### config.mk
export PLATFORM = sky130hd
export DESIGN_NAME = midi_note_rx
export DESIGN_NICKNAME = d
export VERILOG_FILES = /design/src/rtl/midi_rx_pkg.sv /design/src/rtl/line_sync.sv /design/src/rtl/bit_sampler.sv /design/src/rtl/msg_tracker.sv /design/src/rtl/midi_note_rx.sv
export SDC_FILE = /design/constraint.sdc
export NUM_CORES = 1
export LEC_CHECK = 0
export CAP_MARGIN = 20
export CORE_UTILIZATION = 47
export DETAILED_ROUTE_END_ITERATION = 8
export PLACE_DENSITY = 0.68
export SLEW_MARGIN = 20
export SYNTH_ARGS = -nofsm -noshare
export SYNTH_HDL_FRONTEND = slang
export SYNTH_SLANG_ARGS = --single-unit
### constraint.sdc
create_clock -name clk -period 2.05 [get_ports clk]
set_input_delay 0.615 -clock clk [delete_from_list [all_inputs] [get_ports clk]]
set_output_delay 0.615 -clock clk [all_outputs]
set_load 0.02 [all_outputs]
### src/rtl/midi_rx_pkg.sv
package midi_rx_pkg;

  typedef enum logic [1:0] {
    RX_IDLE  = 2'd0,
    RX_START = 2'd1,
    RX_DATA  = 2'd2,
    RX_STOP  = 2'd3
  } rx_state_e;

  // last counter value of the half-bit wait before the start-bit recheck
  function automatic int half_last(input int clks_per_bit);
    return clks_per_bit / 2 - 1;
  endfunction

  // message position after a byte: status restarts at 1, data advances and wraps
  function automatic int next_pos(input int cur, input bit is_status, input int msg_len);
    if (is_status)           return 1;
    else if (cur >= msg_len) return 1;
    else                     return cur + 1;
  endfunction

endpackage

### src/rtl/line_sync.sv
module line_sync #(
  parameter int STAGES = 2
) (
  input  logic clk,
  input  logic rst,
  input  logic din,
  output logic dout
);
  logic [STAGES-1:0] chain_q;

  generate
    for (genvar g = 0; g < STAGES; g++) begin : g_stage
      if (g == 0) begin : g_first
        always_ff @(posedge clk) begin
          if (rst) chain_q[0] <= 1'b1;
          else     chain_q[0] <= din;
        end
      end else begin : g_next
        always_ff @(posedge clk) begin
          if (rst) chain_q[g] <= 1'b1;
          else     chain_q[g] <= chain_q[g-1];
        end
      end
    end
  endgenerate

  assign dout = chain_q[STAGES-1];
endmodule

### src/rtl/bit_sampler.sv
module bit_sampler
  import midi_rx_pkg::*;
#(
  parameter int CLKS_PER_BIT = 128,
  parameter int DATA_W       = 8
) (
  input  logic              clk,
  input  logic              rst,
  input  logic              line_s,
  output logic              byte_done,
  output logic [DATA_W-1:0] byte_out
);
  localparam int CW        = $clog2(CLKS_PER_BIT);
  localparam int IW        = (DATA_W > 1) ? $clog2(DATA_W) : 1;
  localparam int HALF_LAST = half_last(CLKS_PER_BIT);
  localparam int BIT_LAST  = CLKS_PER_BIT - 1;

  rx_state_e         state_q;
  logic [CW-1:0]     cnt_q;
  logic [IW-1:0]     idx_q;
  logic [DATA_W-1:0] shift_q;
  logic              prev_q;
  logic              done_q;
  logic [DATA_W-1:0] byte_q;

  // named events
  logic fall_seen, half_hit, bit_hit, stop_sample, last_bit;
  assign fall_seen   = prev_q & ~line_s;
  assign half_hit    = (cnt_q == CW'(HALF_LAST));
  assign bit_hit     = (cnt_q == CW'(BIT_LAST));
  assign last_bit    = (idx_q == IW'(DATA_W - 1));
  assign stop_sample = (state_q == RX_STOP) && bit_hit;

  always_ff @(posedge clk) begin
    if (rst) begin
      state_q <= RX_IDLE;
      cnt_q   <= '0;
      idx_q   <= '0;
      shift_q <= '0;
      prev_q  <= 1'b1;
      done_q  <= 1'b0;
      byte_q  <= '0;
    end else begin
      prev_q <= line_s;
      done_q <= 1'b0;
      unique case (state_q)
        RX_IDLE: begin
          cnt_q <= '0;
          if (fall_seen) state_q <= RX_START;
        end
        RX_START: begin
          if (half_hit) begin
            cnt_q   <= '0;
            idx_q   <= '0;
            state_q <= line_s ? RX_IDLE : RX_DATA;
          end else begin
            cnt_q <= cnt_q + 1'b1;
          end
        end
        RX_DATA: begin
          if (bit_hit) begin
            cnt_q   <= '0;
            shift_q <= {line_s, shift_q[DATA_W-1:1]};
            if (last_bit) state_q <= RX_STOP;
            else          idx_q   <= idx_q + 1'b1;
          end else begin
            cnt_q <= cnt_q + 1'b1;
          end
        end
        RX_STOP: begin
          if (bit_hit) begin
            cnt_q   <= '0;
            state_q <= RX_IDLE;
            done_q  <= 1'b1;
            byte_q  <= shift_q;
          end else begin
            cnt_q <= cnt_q + 1'b1;
          end
        end
        default: state_q <= RX_IDLE;
      endcase
    end
  end

  assign byte_done = done_q;
  assign byte_out  = byte_q;


  byte_done_pulse_chk: assert property (@(posedge clk) disable iff (rst)
    byte_done |=> !byte_done);

  stop_to_strobe_chk: assert property (@(posedge clk) disable iff (rst)
    stop_sample |=> byte_done);

  start_glitch_abort_chk: assert property (@(posedge clk) disable iff (rst)
    (state_q == RX_START && half_hit && line_s) |=> (state_q == RX_IDLE));

  done_back_idle_chk: assert property (@(posedge clk) disable iff (rst)
    byte_done |-> (state_q == RX_IDLE));
endmodule

### src/rtl/msg_tracker.sv
module msg_tracker
  import midi_rx_pkg::*;
#(
  parameter int DATA_W   = 8,
  parameter int NOTE_W   = 7,
  parameter int MSG_LEN  = 3,
  parameter int NOTE_POS = 2
) (
  input  logic              clk,
  input  logic              rst,
  input  logic              byte_done,
  input  logic [DATA_W-1:0] byte_in,
  output logic [NOTE_W-1:0] note
);
  localparam int PW = $clog2(MSG_LEN + 1);

  logic [PW-1:0]     pos_q;
  logic [NOTE_W-1:0] note_q;

  logic          is_status;
  logic [PW-1:0] pos_next;
  logic          note_load;
  assign is_status = byte_in[DATA_W-1];
  assign pos_next  = PW'(next_pos(int'(pos_q), is_status, MSG_LEN));
  assign note_load = byte_done && (pos_next == PW'(NOTE_POS));

  always_ff @(posedge clk) begin
    if (rst) begin
      pos_q  <= '0;
      note_q <= '0;
    end else if (byte_done) begin
      pos_q <= pos_next;
      if (note_load) note_q <= byte_in[NOTE_W-1:0];
    end
  end

  assign note = note_q;


  status_restart_chk: assert property (@(posedge clk) disable iff (rst)
    (byte_done && byte_in[DATA_W-1]) |=> (pos_q == PW'(1)));

  pos_wrap_chk: assert property (@(posedge clk) disable iff (rst)
    (byte_done && !byte_in[DATA_W-1] && pos_q == PW'(MSG_LEN)) |=> (pos_q == PW'(1)));

  note_hold_chk: assert property (@(posedge clk) disable iff (rst)
    !note_load |=> $stable(note_q));
endmodule

### src/rtl/midi_note_rx.sv
module midi_note_rx #(
  parameter int CLKS_PER_BIT = 128,
  parameter int SYNC_STAGES  = 2,
  parameter int NOTE_W       = 7,
  parameter int MSG_LEN      = 3
) (
  input  logic              clk,
  input  logic              rst,
  input  logic              midi_in,
  output logic [NOTE_W-1:0] note_led,
  output logic              byte_valid,
  output logic [7:0]        rx_byte
);
  localparam int DATA_W = 8;

  logic              line_s;
  logic              done;
  logic [DATA_W-1:0] data;

  line_sync #(.STAGES(SYNC_STAGES)) u_sync (
    .clk(clk), .rst(rst), .din(midi_in), .dout(line_s)
  );

  bit_sampler #(.CLKS_PER_BIT(CLKS_PER_BIT), .DATA_W(DATA_W)) u_samp (
    .clk(clk), .rst(rst), .line_s(line_s), .byte_done(done), .byte_out(data)
  );

  msg_tracker #(.DATA_W(DATA_W), .NOTE_W(NOTE_W), .MSG_LEN(MSG_LEN), .NOTE_POS(2)) u_trk (
    .clk(clk), .rst(rst), .byte_done(done), .byte_in(data), .note(note_led)
  );

  assign byte_valid = done;
  assign rx_byte    = data;
endmodule

Word-level counts from Yosys, hierarchy flattened
Cells that the tools add are included.
W data, S select, Z words.
{"block": "totals", "regBits": 41, "inputBits": 3, "out_inout_bits": 16, "elab_cells": 58}
{"block": "classes", "n_addsub": 3, "order_cmp": 1, "eq_ne": 13, "muxes": 17, "n_bitwise": 3, "n_reduce_logical": 10}
{"op": "$pmux W7 S3", "count": 1}
{"op": "$mux W2", "count": 8}
{"op": "$mux W7", "count": 2}
{"op": "$ne A2 B1 Y1 const B", "count": 5}
{"op": "$mux W3", "count": 3}
{"op": "$pmux W2 S4", "count": 1}
{"op": "$add A7 B1 Y7 const B", "count": 1}
{"op": "$eq A7 B6 Y1 const B", "count": 1}
{"op": "$eq A7 B7 Y1 const B", "count": 1}
{"op": "$eq A2 B2 Y1 const B", "count": 3}
{"op": "$pmux W3 S2", "count": 1}
{"op": "$reduce_and A2 Y1", "count": 3}
{"op": "$reduce_and A5 Y1", "count": 1}
{"op": "$reduce_and A4 Y1", "count": 1}
{"op": "$reduce_or A2 Y1", "count": 2}
{"op": "$add A3 B1 Y3 const B", "count": 1}
{"op": "$eq A3 B3 Y1 const B", "count": 1}
{"op": "$add A2 B1 Y2 const B", "count": 1}
{"op": "$eq A2 B1 Y1 const B", "count": 1}
{"op": "$ge A2 B2 Y1 const B", "count": 1}
{"op": "$logic_not A2 Y1", "count": 1}
{"op": "$ne A2 B2 Y1 const B", "count": 1}
{"op": "$not A1 Y1", "count": 2}
{"op": "$reduce_bool A2 Y1", "count": 1}
{"op": "other kinds (3)", "count": 3}

Logic depth before layout (Yosys ltp)
{"block": "depth", "word_depth": 6, "ltp_mapped": 6, "depth_no_buf": 5}

By module
Synthesis repeated with hierarchy kept, for this count alone.
{"block": "hier_totals", "cells_unflattened": 174, "area_unflattened_um2": 1722.9}
{"mod": "bit_sampler", "instances": 1, "cells_per_inst": 129, "area_per_inst_um2": 1252.5, "seq_area_each_um2": 600.6}
{"mod": "msg_tracker", "instances": 1, "cells_per_inst": 41, "area_per_inst_um2": 417.9, "seq_area_each_um2": 180.2}
{"mod": "line_sync", "instances": 1, "cells_per_inst": 4, "area_per_inst_um2": 52.6, "seq_area_each_um2": 40.0}

Least setup slack after synthesis
No wires, ideal clock.
{"block": "synth_timing", "kind": "register -> register", "start": "register u_samp.idx_q[0]", "end": "register u_samp.idx_q[0]", "setup_time_ps": 72, "arrival_time_ps": 1437, "required_ps": 1978, "path_slack_ps": 541, "path_stages_with_launch": 6, "n_path_buf": 0, "period_less_slack_ps": 1509, "cell_sequence": "dfxtp_1 ha_1 ha_1 nand4bb_1 a211oi_4 mux2i_1"}
{"block": "synth_via", "elab_chain_len": 4, "elab_cells_between_ends": 7, "cone_classes": "add/sub (1); eq/ne (2); mux (3); reduce/logical (1)"}
{"element": "start, declared", "line": "bit_sampler.sv:20", "rtl": "logic [IW-1:0] idx_q;"}
{"element": "start signal, assigned", "line": "bit_sampler.sv:65", "rtl": "else idx_q <= idx_q + 1'b1;"}
{"element": "$add A3 B1 Y3", "line": "bit_sampler.sv:65"}
{"element": "$mux W3", "line": "bit_sampler.sv:64", "rtl": "if (last_bit) state_q <= RX_STOP;"}
{"element": "$mux W3", "line": "bit_sampler.sv:61", "rtl": "if (bit_hit) begin"}
{"element": "$pmux W3 S2", "line": "bit_sampler.sv:46", "rtl": "unique case (state_q)"}
Several ways; a longest one is shown, not always the timed one. The select of a mux whose other input is x is not followed.
A chain may end at the register's enable or synchronous reset.

Worst setup path in the final report
{"block": "layout_timing", "start": "register u_samp.byte_q[7], in the netlist u_samp.byte_out[7]", "end": "output port rx_byte[7]"}
{"element": "start, declared", "line": "bit_sampler.sv:24", "rtl": "logic [DATA_W-1:0] byte_q;"}
{"element": "start signal, assigned", "line": "bit_sampler.sv:75", "rtl": "byte_q <= shift_q;"}
{"element": "end, declared", "line": "midi_note_rx.sv:12", "rtl": "output logic [7:0] rx_byte"}
No word-level cell between the ends.

==> results by group <==
Global route
  • Initial antenna violation count: 0
  • Overflow after GRT: 0
  • GRT Resource Usage Total: 0.195
  • Vias in the first global route: approximately 1400
  • First-pass GRT wire length: 6.24 mm
  • Maximum number of pins on one net before global-route repair: 22

Clock network
  • Clock root cell: clkbuf_8
  • CTS clk-pin slew, worst paths: 0.07 ns
  • TritonCTS clock tree: built
  • Skew-Pair Late Insertion Delay: ~0.29 ns
  • Clock buffer depth: 2
  • Setup Fix Bufs, Post-CTS: 0
  • CTS HTree Levels: 2
  • Post-CTS sizing: 0
  • Sink Count: 41
  • CTS Buf Count: 5
  • Cts hold-fix bufs: 0

Drt
  • WL/cell: between 10 and 15 um
  • Routed Antenna Nets: 0
  • DRT Pass-1 Iters: 4
  • Iter 0 DRT Violations: 60
  • Drt via density: about 5.6
  • Drt total wl: between 3 and 4 mm
  • Number of vias in the routed layout: 1387
  • DRC errors left: 0

Cells and area
  • Util after Layout: 0.578
  • Fill cell count: around 320
  • Design area: ~2100 um^2
  • Fin nets: about 210
  • Multi-input gate area in the final layout: ~900 um^2
  • Finished Layout Cells: 249
  • Diodes inserted: 0
  • Syn-to-layout area delta: 17.2%
  • Register Area: 821 um^2
  • Share of cells above drive strength 1: 0.109

Synth
  • Synthesized cell area: approximately 1800 um^2
  • Syn_area_per_cell: ~9.8 um^2
  • Synth top area share: 0.455
  • Dominant synthesized flop cell: dfxtp_1
  • Cell count after synthesis: around 180
  • Yosys reg bits: just over 40
  • EDFF count, synth: 0
  • Syn Nets: between 150 and 200
  • Post-synth top area cell: dfxtp_1
  • Synth top area cells: dfxtp_1, mux2i_1, nand2b_1, o31ai_1, a21oi_1
  • Post-synthesis sequential area ratio: 0.455
  • Yosys warning count: 0
  • Async S/R FF share, synth: 0
  • Netlist cell types: 44

Timing
  • RSZ-0062 raised after global routing: no
  • Worst Skew: 0.00459 ns
  • Fin. Hold Viols: 0
  • Max-slew headroom: 0.620
  • Fin Setup TNS: 0 ns
  • Final min period: around 2 ns
  • Worst-Margin Slew: between 0.5 and 0.6 ns
  • Max Clk Rate: between 500 and 600 MHz
  • Final setup fails: 0
  • Worst hold slack: around 0.42 ns
  • Slew Limit Fails: 0
  • Final worst slack: roughly 0.11 ns
  • Final period util: 0.948

Worst setup path
  • Top delay family on crit path: buffers and inverters
  • WP data required: around 1.4 ns
  • Crit path launch type: register
  • CP Class: register to output port
  • CP Buf/Inv Count: 1
  • CP peak stage delay: about 0.63 ns
  • Critical path peak fanout: 5
  • Slowest-stage cell, CP: clkdlybuf4s50_1
  • WP data arrival: approximately 1.3 ns
  • Crit-path cells: clkdlybuf4s50_1
  • Worst setup EP type: output port

Placed design
  • Setup Slack @ Placement: about 0.24 ns
  • Placer congestion estimate: 0.818
  • Placed instance area: 2030 um^2
  • Post-DP HPWL: 2.45 mm
  • I/O Buffers: 18
  • Placed cells: 242

Floorplanning
  • Initial Utilization: 0.493
  • Top-level port count: 19
  • Die H: 64.0 um
  • Cell row count: 22
  • Chip width: 64.0 um
  • Core Area: ~3700 um^2
  • Die area: a little over 4000 um^2

Power and ir drop
  • PD cells: between 600 and 700 nW/um^2
  • P_leak: between 0.7 and 0.8 nW
  • Max IR drop VDD: approximately 0.38 mV
  • Overall power: 1.35 mW

Outcome
  • Outcome: finished, final reports clean

Hold path
  • Min-delay worst type: register to register

Job
  • MaxCap Viol Count: 0
-- routing by layer --
layer,up-vias,wire (um),track usage
met5,-,0,0
met4,0,67,0.0824
met3,10,136,0.0661
met2,31,1610,0.311
met1,651,1650,0.237
li1,695,-,-
-- area by class of cell --
cell class / instances / area share
Clock buffer: 7 / 0.0408
Inverter: 4 / 0.00710
Multi-Input combinational cell: 124 / 0.426
Sequential cell: 41 / 0.388
Tap cell: 48 / 0.0284
Timing Repair Buffer: 25 / 0.110
-- state kept, by name, indices dropped and copies added (netlist names), named ones only --
name and flops:
u_samp.byte_out 8, u_samp.shift_q 8, u_samp.cnt_q 7, u_trk.note 7, u_samp.idx_q 3, u_trk.pos_q 2
u_samp.byte_done 1, u_samp.prev_q 1, u_samp.state_q 1, u_sync.chain_q 1, u_sync.dout 1
-- layout by cell type, fill, tap and decap left out, drive strengths merged, types with 3 or more instances in the layout --
cell,netlist,layout
inv,4,4
clkdlybuf4s50,0,18
nand2,5,5
buf,5,7
nor2,13,13
nand4,10,10
ha,4,4
mux2i,19,19
o31ai,9,9
or2,3,3
nand3,4,4
a21oi,12,12
clkbuf,10,7
dfxtp,41,41
nand2b,12,12
-- path summary, 6_finish.rpt --
kind | from | end | slack, ns | cells after the start
max | u_samp.byte_out[7] | rx_byte[7] | 0.11 | 1
min | u_sync.chain_q[0] | u_sync.dout | 0.42 | 1
max reg2reg | u_samp.cnt_q[0] | u_samp.cnt_q[5] | 0.35 | 4
min reg2reg | u_sync.chain_q[0] | u_sync.dout | 0.42 | 1
-- power breakdown --
part	internal, mW	total [mW]	switching [mW]
Sequential	0.800	0.805	0.00482
Clock	0.267	0.511	0.244
Combinational	0.0168	0.0326	0.0159
-- cell families after synthesis --
group                      synth area share
AOI/OAI and AO/OA                     0.128
xor gates and xnor gates             0.0194
adders and majority gates            0.0277
buffers and inverters                0.0499
DFF                                   0.455
muxes                                 0.105
and+or+nand+nor                       0.216
-- Yosys cell counts (2+ instances only) --
cell type / number
a21oi_1: 12
buf_2: 3
buf_6: 2
clkbuf_1: 10
dfxtp_1: 41
ha_1: 4
inv_1: 4
mux2i_1: 19
nand2_1: 5
nand2b_1: 12
nand3_1: 3
nand3b_1: 2
nand4_1: 9
nor2_1: 13
nor2b_1: 2
o21ai_0: 2
o31ai_1: 9
or2_2: 3
or3_1: 2
xnor2_1: 2
xor2_1: 2
(Power assumes the default switching activity.)
